[src/rtl/baud_tick_gen.sv]
module baud_tick_gen #(
  parameter int SEL_W = 5,
  parameter int DIV_W = 11
) (
  input  logic             clk_i,
  input  logic             rst_ni,
  input  logic             sel_we_i,
  input  logic [SEL_W-1:0] sel_i,
  input  logic             div_we_i,
  input  logic [DIV_W-1:0] div_i,
  output logic             tick_o,
  output logic             running_o
);
  localparam int PC_W = SEL_W + 1;

  logic [SEL_W-1:0] code_q;
  logic [DIV_W-1:0] div_q;
  logic [PC_W-1:0]  pcnt_q;
  logic [DIV_W-1:0] dcnt_q;
  logic             phase_q, tick_q;

  logic [PC_W-1:0]  base, plen;
  logic [DIV_W-1:0] dlim;
  logic             half, pend, dend, restart;

  assign base    = PC_W'(({1'b0, code_q} + PC_W'(1)) >> 1);
  assign half    = (code_q != '0) && !code_q[0];
  assign plen    = base + PC_W'(half && phase_q);
  assign pend    = pcnt_q == plen - PC_W'(1);
  assign dlim    = (div_q == '0) ? DIV_W'(1) : div_q;
  assign dend    = dcnt_q == dlim - DIV_W'(1);
  assign restart = sel_we_i || div_we_i;

  always_ff @(posedge clk_i or negedge rst_ni) begin
    if (!rst_ni) begin
      code_q  <= '0;
      div_q   <= '0;
      pcnt_q  <= '0;
      dcnt_q  <= '0;
      phase_q <= 1'b0;
      tick_q  <= 1'b0;
    end else if (restart) begin
      if (sel_we_i) code_q <= sel_i;
      if (div_we_i) div_q  <= div_i;
      pcnt_q  <= '0;
      dcnt_q  <= '0;
      phase_q <= 1'b0;
      tick_q  <= 1'b0;
    end else if (code_q != '0) begin
      pcnt_q <= pend ? '0 : pcnt_q + PC_W'(1);
      if (pend) begin
        phase_q <= half && !phase_q;
        dcnt_q  <= dend ? '0 : dcnt_q + DIV_W'(1);
      end
      tick_q <= pend && dend;
    end else begin
      tick_q <= 1'b0;
    end
  end

  assign tick_o    = tick_q;
  assign running_o = code_q != '0;
endmodule


[config.mk]
export PLATFORM = sky130hd
export DESIGN_NAME = baud_tick_gen
export DESIGN_NICKNAME = d
export VERILOG_FILES = /design/src/rtl/baud_tick_gen.sv
export SDC_FILE = /design/constraint.sdc
export NUM_CORES = 1
export LEC_CHECK = 0
export BUFFER_PORTS_ARGS = -buffer_cell sky130_fd_sc_hd__buf_2
export CAP_MARGIN = 20
export CORE_UTILIZATION = 35
export DETAILED_ROUTE_END_ITERATION = 8
export GPL_TIMING_DRIVEN = 0
export SLEW_MARGIN = 20
export SYNTH_ARGS = -nofsm -noshare
export SYNTH_HDL_FRONTEND = slang
export SYNTH_SLANG_ARGS = --single-unit
[constraint.sdc]
create_clock -name clk_i -period 9.6 [get_ports clk_i]
set_clock_uncertainty 0.2 [all_clocks]
set_input_delay 1.92 -clock clk_i [delete_from_list [all_inputs] [get_ports clk_i]]
set_output_delay 1.92 -clock clk_i [all_outputs]
set_load 0.01 [all_outputs]
# Word level (Yosys, flattened, before mapping)
# Cells that the tools add are included.
dict set report totals {
  input_bits 20
  reg_bits 35
}
dict set report classes {
  muxes 13
  n_reduce_logical 14
  n_addsub 6
  eq_ne 2
}
# operator n
set ops {}
lappend ops {{$mux 11} 5}
lappend ops {{$mux 6} 3}
lappend ops {{$add 11x1->11 const B} 1}
lappend ops {{$eq 11x11->1} 1}
lappend ops {{$logic_not 11->1} 1}
lappend ops {{$sub 11x1->11 const B} 1}
lappend ops {{$add 5x1->6} 1}
lappend ops {{$add 5x1->6 const B} 1}
lappend ops {{$add 6x1->6 const B} 1}
lappend ops {{$eq 6x6->1} 1}
lappend ops {{$reduce_and 2->1} 3}
lappend ops {{$sub 6x1->6 const B} 1}
lappend ops {{$mux 1} 5}
lappend ops {{$reduce_bool 5->1} 1}
lappend ops {{$logic_and 1x1->1} 4}
lappend ops {{$reduce_bool 2->1} 2}
lappend ops {{$logic_not 1->1} 2}
lappend ops {{$logic_or 1x1->1} 1}

# Depth between registers and ports, before layout
# Gate-level depths: netlist (run 1).
dict set report depth {
  ltp_word 9
  ltp_mapped 16
  ltp_nobuf 14
}

# Least setup slack after synthesis (run 1)
# OpenSTA, ideal clock, no wires.
dict set report synth_path {
  kind {register -> register}
  from {register code_q[0]}
  to {register phase_q}
  path_slack_ps 5959
  required_ps 9322
  stages_incl_launch_ff 15
  period_less_slack_ps 3641
  t_arrival_ps 3363
  cell_sequence {dfrtp_1 inv_1 ha_1 nor4b_1 inv_1 nand3_1 ha_1 or4b_2 o31ai_1 xnor2_1 a32oi_1 or2_1 clkbuf_1 or3_1 a21oi_1}
}
dict set report synth_between {
  elab_chain_len 8
}
# element line
set synth_lines {}
lappend synth_lines {{from (decl)} 16} ;# logic [SEL_W-1:0] code_q;
lappend synth_lines {{from (signal assigned)} 43} ;# if (sel_we_i) code_q <= sel_i;
lappend synth_lines {{$reduce_bool 5->1 (*)} n/a}
lappend synth_lines {{net running_o} 12} ;# output logic running_o
lappend synth_lines {{$logic_and 1x1->1} 27} ;# assign half = (code_q != '0) && !code_q[0];
lappend synth_lines {{$logic_and 1x1->1} 28} ;# assign plen = base + PC_W'(half && phase_q);
lappend synth_lines {{$add 5x1->6} 28}
lappend synth_lines {{$sub 6x1->6} 29} ;# assign pend = pcnt_q == plen - PC_W'(1);
lappend synth_lines {{$eq 6x6->1} 29}
lappend synth_lines {{$reduce_bool 2->1 (no source line)} n/a}
lappend synth_lines {{$reduce_and 2->1 (no source line)} n/a}
lappend synth_lines {{to (signal assigned)} 52} ;# phase_q <= half && !phase_q;
lappend synth_lines {{to (decl)} 20} ;# logic phase_q, tick_q;
# Mark *: on every way through the listed nets, which the timed path passes. The rest lies on a longest branch. The select of a mux whose other input is x is not followed.
# A chain may end at the register's enable or synchronous reset.

# Final worst setup path (run 1)
dict set report layout_path {
  from {register code_q[0]}
  to {register dcnt_q[4]}
}
dict set report layout_between {
  elab_chain_len 8
}
# element line
set layout_lines {}
lappend layout_lines {{branches (longest 7 deep; another with $add 5x1->6)} n/a}
lappend layout_lines {{$reduce_and 2->1 (no source line) (*)} n/a}
lappend layout_lines {{to (signal assigned)} 53} ;# dcnt_q <= dend ? '0 : dcnt_q + DIV_W'(1);
lappend layout_lines {{to (decl)} 19} ;# logic [DIV_W-1:0] dcnt_q;
# Mark *: on every way between the ends.

==> run summary, run 1 <==
status - complete, no violations
CP Max Fanout - 10
clk_lat worst skew - 0.28 ns
Reg2Reg Launch Point - code_q[0]
Max clock buf depth - 2
RSZ-0062 raised after global routing - false
final cycle utilization of the critical path - 45.1%
number of synthesized flops with an enable pin - 0
Final Hold Vio Count - 0
I/O pins - 22
Detail Placement HPWL - 4060 microns
synth top area cells - dfrtp_1 (35%), mux2_2 (4.5%), nand3_1 (4.4%)
Mapped Area - 2490 sq um
clk sink count - 35
die area - 7450 sq um
drt via density - 5.27
final setup fails - 0
R2R depth - 15
CTS Buf Count - 5
count leader, synth - dfrtp_1
# diodes - 0
worst setup margin - 5.27 ns
Worst EP required - 9.60 ns
Cells after Synth - 281
pwr dens - 126 nW/um^2
Die Height - 86.3 microns
Worst setup EP type - flip-flop
DRC viols - 0
Yosys top cell by area - dfrtp_1
post-cts sizing count - 0
Tot Pwr - 0.351 mW
Post-Syn Nets - 308
setup_tns - 0 ns
TritonCTS clock tree - built
hold slack final - 0.380 ns
Mean Syn Cell Area - 8.85 sq um
Hold Crit Depth - 2
WS Path Type - flip-flop to flip-flop
width of the chip - 86.3 microns
Min-Delay Endpoint - phase_q
Post-CTS Repair Setup Buffers - 0
sequential area share after synthesis - 35.2%
layout cells sized above 1 - 19.4%
maximum VDD drop - 74.9 uV
First-pass DRT Iterations - 4
hold crit path type - flip-flop to flip-flop
worst reg2reg setup slack - 5.27 ns
leak pwr - 1.10 nW
capturing point of the worst reg2reg path - dcnt_q[4]
# port buffers - 21
Final Util - 40.9%
largest net degree at the start of global routing - 36
GRT Residual Overflow - 0
GRT Total Usage - 16.3%
GP Congestion - 0.810
FMAX - 231 MHz
Clock Root Buffer - clkbuf_8
YS warnings - 0
DR vias - 2140
#FFs+latches synth - 35
HP Start - phase_q
Worst-Margin Slew - 0.833 ns
Hold Buf Count CTS - 0
row count - 30
number of global-route vias before repair - 2154
Post-synth ARST share - 100%
filler cell count in the final layout - 741
initial antenna violation count - 0
Final Critical Period - 4.33 ns
Syn-to-layout area delta - 12.3%
first-pass GRT wire length - 9670 microns
pre-CTS WS - 5.29 ns
startpoint types - flip-flop
Synth cell types - 53
DR iter-0 viols - 89
H-Tree Level Count - 2
ys flop type - dfrtp_1
Initial Util - 36.4%
max cap viols - 0
Routed Antenna Nets - 0
layout net count - 336
CP Data Arrival Time - 4.33 ns
Yosys top cell area share - 35.2%
routed length per instance - 13.7 microns
Synth top cells by count - dfrtp_1 (35), nand2_1 (27), nor2_1 (23)
Routed WL - 5550 microns
core area - 6830 sq um
pins over their slew limit - 0
slew margin rel. - 44.5%
Worst-path clk slew - 0.07 ns
registers in the layout, summed over array words and instances (netlist names):
signal,flops
code_q,5
dcnt_q,11
div_q,11
pcnt_q,6
phase_q,1
tick_o,1
through the flow:
step / std cells / cell area (sq um)
floorplan: 281 / 2490
global placement: 398 / 2710
detailed placement: 398 / 2710
CTS: 406 / 2790
global route: 406 / 2790
finish: 406 / 2790
where the power goes:
part / switching (mW) / leakage [nW] / internal (mW)
sequential: 0.00976 / 0.454 / 0.155
clock: 0.0524 / 0.0422 / 0.0510
combinational: 0.0468 / 0.608 / 0.0365
layout make-up:
| type | count | area, sq um | area share [%] |
|---|---|---|---|
| multi-input cells | 215 | 1460 | 52.4 |
| flip-flops and latches | 35 | 876 | 31.3 |
| well taps | 96 | 120 | 4.30 |
| plain buffers | 21 | 111 | 3.99 |
| repair buffers | 21 | 105 | 3.76 |
| clock buffers | 7 | 76.3 | 2.73 |
| inverters | 10 | 37.5 | 1.34 |
| clock inverters | 1 | 5.00 | 0.179 |
worst max-delay path, stage by stage, from the launching register on:
cell and delay, ns:
dfrtp_1 0.46, inv_1 0.13, ha_1 0.14, nor4b_1 0.63
inv_1 0.24, nand3_1 0.14, ha_1 0.29, or4b_2 0.60
o31ai_1 0.10, xnor2_1 0.13, a32oi_1 0.28, or2_1 0.16
clkbuf_1 0.22, buf_2 0.29, nand2_1 0.09, a31oi_1 0.15
routing by layer:
| layer | global-route usage, % | wire [microns] | up-vias |
|---|---|---|---|
| li1 | - | - | 1074 |
| met1 | 20.6 | 2610 | 1020 |
| met2 | 28.1 | 2670 | 42 |
| met3 | 3.52 | 222 | 4 |
| met4 | 4.55 | 50 | 0 |
| met5 | 0 | 0 | - |
worst max-delay path by stage:
| stage | slack [ns] | depth (start not counted) | start | to |
|---|---|---|---|---|
| 6_report | 5.27 | 15 | code_q[0] | dcnt_q[4] |
| 5_1_grt | 4.89 | 15 | code_q[0] | dcnt_q[2] |
| 4_1_cts | 5.26 | 15 | code_q[0] | dcnt_q[4] |
| 3_5_place_dp | 5.29 | 15 | code_q[0] | dcnt_q[2] |
| 3_3_place_gp | 5.30 | 15 | code_q[0] | dcnt_q[2] |
| 2_1_floorplan | 5.96 | 14 | code_q[0] | phase_q |
logic make-up after synthesis:
logic type | Yosys count | share of synthesized area (%)
simple gates | 125 | 28.1
compound gates | 51 | 14.3
flops | 35 | 35.2
buf+inv | 31 | 5.99
xor+xnor | 20 | 7.60
mux | 12 | 5.33
fa+ha+maj | 7 | 3.52
cells in the final DEF, fill, tap and decap left out, drive strengths merged, types with 10 or more instances in the layout:
master  count
a31oi      10
buf        31
clkbuf     18
dfrtp      35
inv        10
mux2       10
nand2      27
nand3      28
nor2       23
o21ai      13
xnor2      11
Note: power is estimated with default switching activity, not from simulation.
==> inputs of run 2 (changes only) <==
==> constraint.sdc (replaced) <==
create_clock -name clk_i -period 4.5 [get_ports clk_i]
set_clock_uncertainty 0.2 [all_clocks]
set_input_delay 0.9 -clock clk_i [delete_from_list [all_inputs] [get_ports clk_i]]
set_output_delay 0.9 -clock clk_i [all_outputs]
set_load 0.01 [all_outputs]
==> run summary, run 2 (same netlist as run 1, synthesis figures left out) <==
worst setup margin - 0.475 ns
capturing point of the worst reg2reg path - dcnt_q[4]
hold crit path type - flip-flop to flip-flop
DR iter-0 viols - 82
pre-CTS WS - 0.187 ns
Seq pwr share - 46.9%
Hold Buf Count CTS - 0
max cap viols - 0
status - complete, no violations
Detail Placement HPWL - 4060 microns
R2R depth - 15
core area - 6830 sq um
power share of the clock group - 29.4%
H-Tree Level Count - 2
sw frac - 31.0%
row count - 30
routed length per instance - 13.7 microns
# port buffers - 21
slew margin rel. - 44.5%
Routed WL - 5550 microns
setup_tns - 0 ns
Worst setup EP type - flip-flop
CTS Buf Count - 5
Area after DPL - 2710 sq um
most frequent cells in the layout - dfrtp_1 (35), nand2_1 (27), buf_2 (26)
CP cell instances - inv_1 -> ha_1 -> nor4b_2 -> inv_1 -> nand3_1 -> ha_1 -> or4b_2 -> o31ai_1 -> xnor2_1 -> a32oi_1 -> or2_1 -> clkbuf_1 -> buf_2 -> nand2_1 -> a31oi_1
Worst-Margin Slew - 0.833 ns
Worst-path clk slew - 0.07 ns
die area - 7450 sq um
number of global-route vias before repair - 2154
First-pass DRT Iterations - 4
CP Max Fanout - 10
clk sink count - 35
Worst EP required - 4.50 ns
Hold Crit Depth - 2
Max clock buf depth - 2
Final Critical Period - 4.03 ns
initial antenna violation count - 0
WS Path Type - flip-flop to flip-flop
GRT Total Usage - 16.3%
Min-Delay Endpoint - phase_q
hold slack final - 0.381 ns
final cycle utilization of the critical path - 89.5%
TritonCTS clock tree - built
leak pwr - 1.11 nW
Worst path slowest cell - or4b_2
width of the chip - 86.3 microns
Die Height - 86.3 microns
Comb pwr share - 23.8%
Worst path max stage delay - 0.60 ns
RSZ-0062 raised after global routing - false
filler cell count in the final layout - 738
pwr dens - 268 nW/um^2
Tot Pwr - 0.750 mW
largest net degree at the start of global routing - 36
FMAX - 248 MHz
Top Registers - dcnt_q: 11 flops, div_q: 11 flops, pcnt_q: 6 flops
GRT Residual Overflow - 0
HP Start - phase_q
# diodes - 0
Reg2Reg Launch Point - code_q[0]
final setup fails - 0
layout cells sized above 1 - 19.7%
most common cell after layout, fill and taps aside - dfrtp_1
P_sw - 0.233 mW
layout net count - 336
Initial Util - 36.4%
final instance area - 2800 sq um
Clock Root Buffer - clkbuf_8
I/O pins - 22
Final Hold Vio Count - 0
CP Data Arrival Time - 4.02 ns
DR vias - 2147
startpoint types - flip-flop
first-pass GRT wire length - 9670 microns
DRC viols - 0
Syn-to-layout area delta - 12.6%
worst reg2reg setup slack - 0.47 ns
Routed Antenna Nets - 0
clk_lat worst skew - 0.28 ns
drt via density - 5.29
Internal Power - 0.517 mW
maximum VDD drop - 164 uV
GP Congestion - 0.810
pins over their slew limit - 0
## run 2: timing repair
action,CTS,global route
setup endpoints to repair,0,11
buffers inserted,0,0
resized for setup,0,1
## run 2: layer usage
metal | vias to the layer above | GRT usage (%) | wire (microns)
met5 | - | 0 | 0
met3 | 4 | 3.52 | 223
li1 | 1078 | - | -
met2 | 42 | 28.1 | 2670
met1 | 1023 | 20.6 | 2600
met4 | 0 | 4.55 | 50
## run 2: how the worst max path moves through the flow
stage | from | endpoint | depth (start not counted)
6_report | code_q[0] | dcnt_q[4] | 15
2_1_floorplan | code_q[0] | phase_q | 14
4_1_cts | code_q[0] | dcnt_q[4] | 15
5_1_grt | code_q[0] | dcnt_q[2] | 15
3_5_place_dp | code_q[0] | dcnt_q[2] | 15
3_3_place_gp | code_q[0] | dcnt_q[2] | 15
## run 2: per-stage QoR
step / cells / utilization (%)
global route: 406 / 41.0
floorplan: 281 / -
detailed placement: 398 / 39.7
finish: 406 / 41.0
global placement: 398 / 39.7
CTS: 406 / 40.9
## run 2: power groups by stage
stage / clock network (mW) / registers [mW] / logic [mW]
final: 0.220 / 0.351 / 0.178
after global routing: 0.245 / 0.354 / 0.202
after CTS: 0.232 / 0.351 / 0.179
after detailed placement: 0 / 0.357 / 0.178
after global placement: 0 / 0.357 / 0.176
after floorplan: 0 / 0.351 / 0.134
## run 2: area by class of cell
class / instances / area (sq um) / area share, %
Inverter: 10 / 37.5 / 1.34
Timing Repair Buffer: 21 / 105 / 3.75
Sequential cell: 35 / 876 / 31.3
Multi-Input combinational cell: 215 / 1470 / 52.5
Buffer: 21 / 111 / 3.98
Clock buffer: 7 / 76.3 / 2.73
Tap cell: 96 / 120 / 4.29
Clock inverter: 1 / 5.00 / 0.179
## run 2: worst max-delay path, delay by kind of cell, from the launching register on
family,cells,cell delay (ns)
fa+ha+maj,2,0.43
flops,1,0.46
simple gates,5,1.37
compound gates,3,0.53
xor+xnor,1,0.13
buf+inv,4,0.83
==> inputs of run 3 (changes only) <==
--- a/config.mk
+++ b/config.mk
@@ -7,9 +7,10 @@
 export LEC_CHECK = 0
 export BUFFER_PORTS_ARGS = -buffer_cell sky130_fd_sc_hd__buf_2
 export CAP_MARGIN = 20
-export CORE_UTILIZATION = 35
+export CORE_UTILIZATION = 45
 export DETAILED_ROUTE_END_ITERATION = 8
 export GPL_TIMING_DRIVEN = 0
+export PLACE_DENSITY = 0.65
 export SLEW_MARGIN = 20
 export SYNTH_ARGS = -nofsm -noshare
 export SYNTH_HDL_FRONTEND = slang
==> constraint.sdc (replaced) <==
create_clock -name clk_i -period 3.4 [get_ports clk_i]
set_clock_uncertainty 0.2 [all_clocks]
set_input_delay 0.68 -clock clk_i [delete_from_list [all_inputs] [get_ports clk_i]]
set_output_delay 0.68 -clock clk_i [all_outputs]
set_load 0.01 [all_outputs]
==> run summary, run 3 (same netlist as run 1, synthesis figures left out) <==
status - complete, no violations
Area after DPL - 2700 sq um
DRC viols - 0
DR vias - 2225
First-pass DRT Iterations - 4
slew margin rel. - 46.8%
Final Util - 59.1%
Detail Placement HPWL - 3930 microns
R2R depth - 12
GRT Total Usage - 22.1%
core area - 5200 sq um
startpoint types - flip-flop
hold slack final - 0.275 ns
post-placement cell count - 372
CP Data Arrival Time - 3.29 ns
Routed WL - 6140 microns
GRT Residual Overflow - 0
pre-CTS WS - -0.487 ns
max cap viols - 0
GP Congestion - 0.802
pwr dens - 351 nW/um^2
final instance area - 3070 sq um
width of the chip - 76.3 microns
row count - 26
Hold Buf Count CTS - 0
I/O pins - 22
setup_tns - 0 ns
maximum VDD drop - 158 uV
Worst-Margin Slew - 0.798 ns
Die Height - 76.3 microns
Tot Pwr - 1.08 mW
final cycle utilization of the critical path - 98.0%
FMAX - 300 MHz
filler cell count in the final layout - 467
# diodes - 0
DR iter-0 viols - 187
TritonCTS clock tree - built
WS Path Type - flip-flop to flip-flop
Max clock buf depth - 2
RSZ-0062 raised after global routing - true
most frequent cells in the layout - dfrtp_1 (28), nand2_1 (27), buf_4 (24)
Final Hold Vio Count - 0
Clock Root Buffer - clkbuf_8
most common cell after layout, fill and taps aside - dfrtp_1
leak pwr - 1.25 nW
largest net degree at the start of global routing - 36
Initial Util - 47.8%
worst setup margin - 0.0683 ns
CP Max Fanout - 6
CTS Buf Count - 5
Worst EP required - 3.36 ns
clk_lat worst skew - 0.29 ns
H-Tree Level Count - 2
routed length per instance - 15.4 microns
clk sink count - 35
Final Non-Filler Cells - 399
final setup fails - 0
# port buffers - 21
hold crit path type - primary input to asynchronous set/reset pin
Top Registers - dcnt_q: 11 flops, div_q: 11 flops, pcnt_q: 6 flops
first-pass GRT wire length - 10100 microns
number of global-route vias before repair - 2109
Syn-to-layout area delta - 23.6%
pins over their slew limit - 0
Worst setup EP type - flip-flop
layout net count - 355
Worst-path clk slew - 0.07 ns
die area - 5830 sq um
Routed Antenna Nets - 0
initial antenna violation count - 0
layout cells sized above 1 - 32.5%
Final Critical Period - 3.33 ns
drt via density - 5.58
## run 3: final timing paths
path                           from        end  slack (ns)
min reg2reg                 phase_q    phase_q        0.36
max in group asynchronous    rst_ni   div_q[1]        2.17
min                          rst_ni  code_q[3]        0.28
min in group clk_i          phase_q    phase_q        0.36
max                        div_q[9]  dcnt_q[5]        0.07
max reg2reg                div_q[9]  dcnt_q[5]        0.07
## run 3: layer usage
| layer | routed length (microns) | vias to the layer above | share of wire [%] | global-route usage, % |
|---|---|---|---|---|
| li1 | - | 1107 | - | - |
| met1 | 2960 | 1062 | 48 | 30.7 |
| met2 | 2840 | 47 | 46 | 33.1 |
| met3 | 264 | 9 | 4.3 | 4.43 |
| met4 | 87 | 0 | 1.4 | 9.81 |
| met5 | 0 | - | 0 | 0 |
## run 3: cell type report
cell class                 instances  area [sq um]  area share, %
buffer                            16           110           3.58
clock buffer                       7          76.3           2.48
clock inverter                     1          5.00          0.163
inverter                          10          37.5           1.22
multi-input combinational        215          1580           51.4
sequential                        35           885           28.8
tap                               70          87.6           2.85
timing repair buffer              45           293           9.52
## run 3: timing repair
item | in CTS | in global routing
setup buffers | 13 | 9
setup endpoints to repair | 19 | 18
pin swaps | 6 | 10
resized for setup | 25 | 16
gates cloned | 2 | 0
## run 3: worst max-delay path, cell delays in order, from the launching register on
cell and delay [ns]:
dfrtp_2 0.37, nor2_1 0.06, a41oi_2 0.24, ha_2 0.23, or4b_4 0.46, buf_6 0.14, o21a_1 0.18, or4b_4 0.53
a32oi_4 0.23, o2111ai_4 0.22, buf_6 0.19, nand4b_1 0.08, a31oi_1 0.08
## run 3: power breakdown
group	internal, mW	total (mW)	switching [mW]
combinational	0.154	0.322	0.168
clock	0.144	0.294	0.150
sequential	0.439	0.464	0.0248
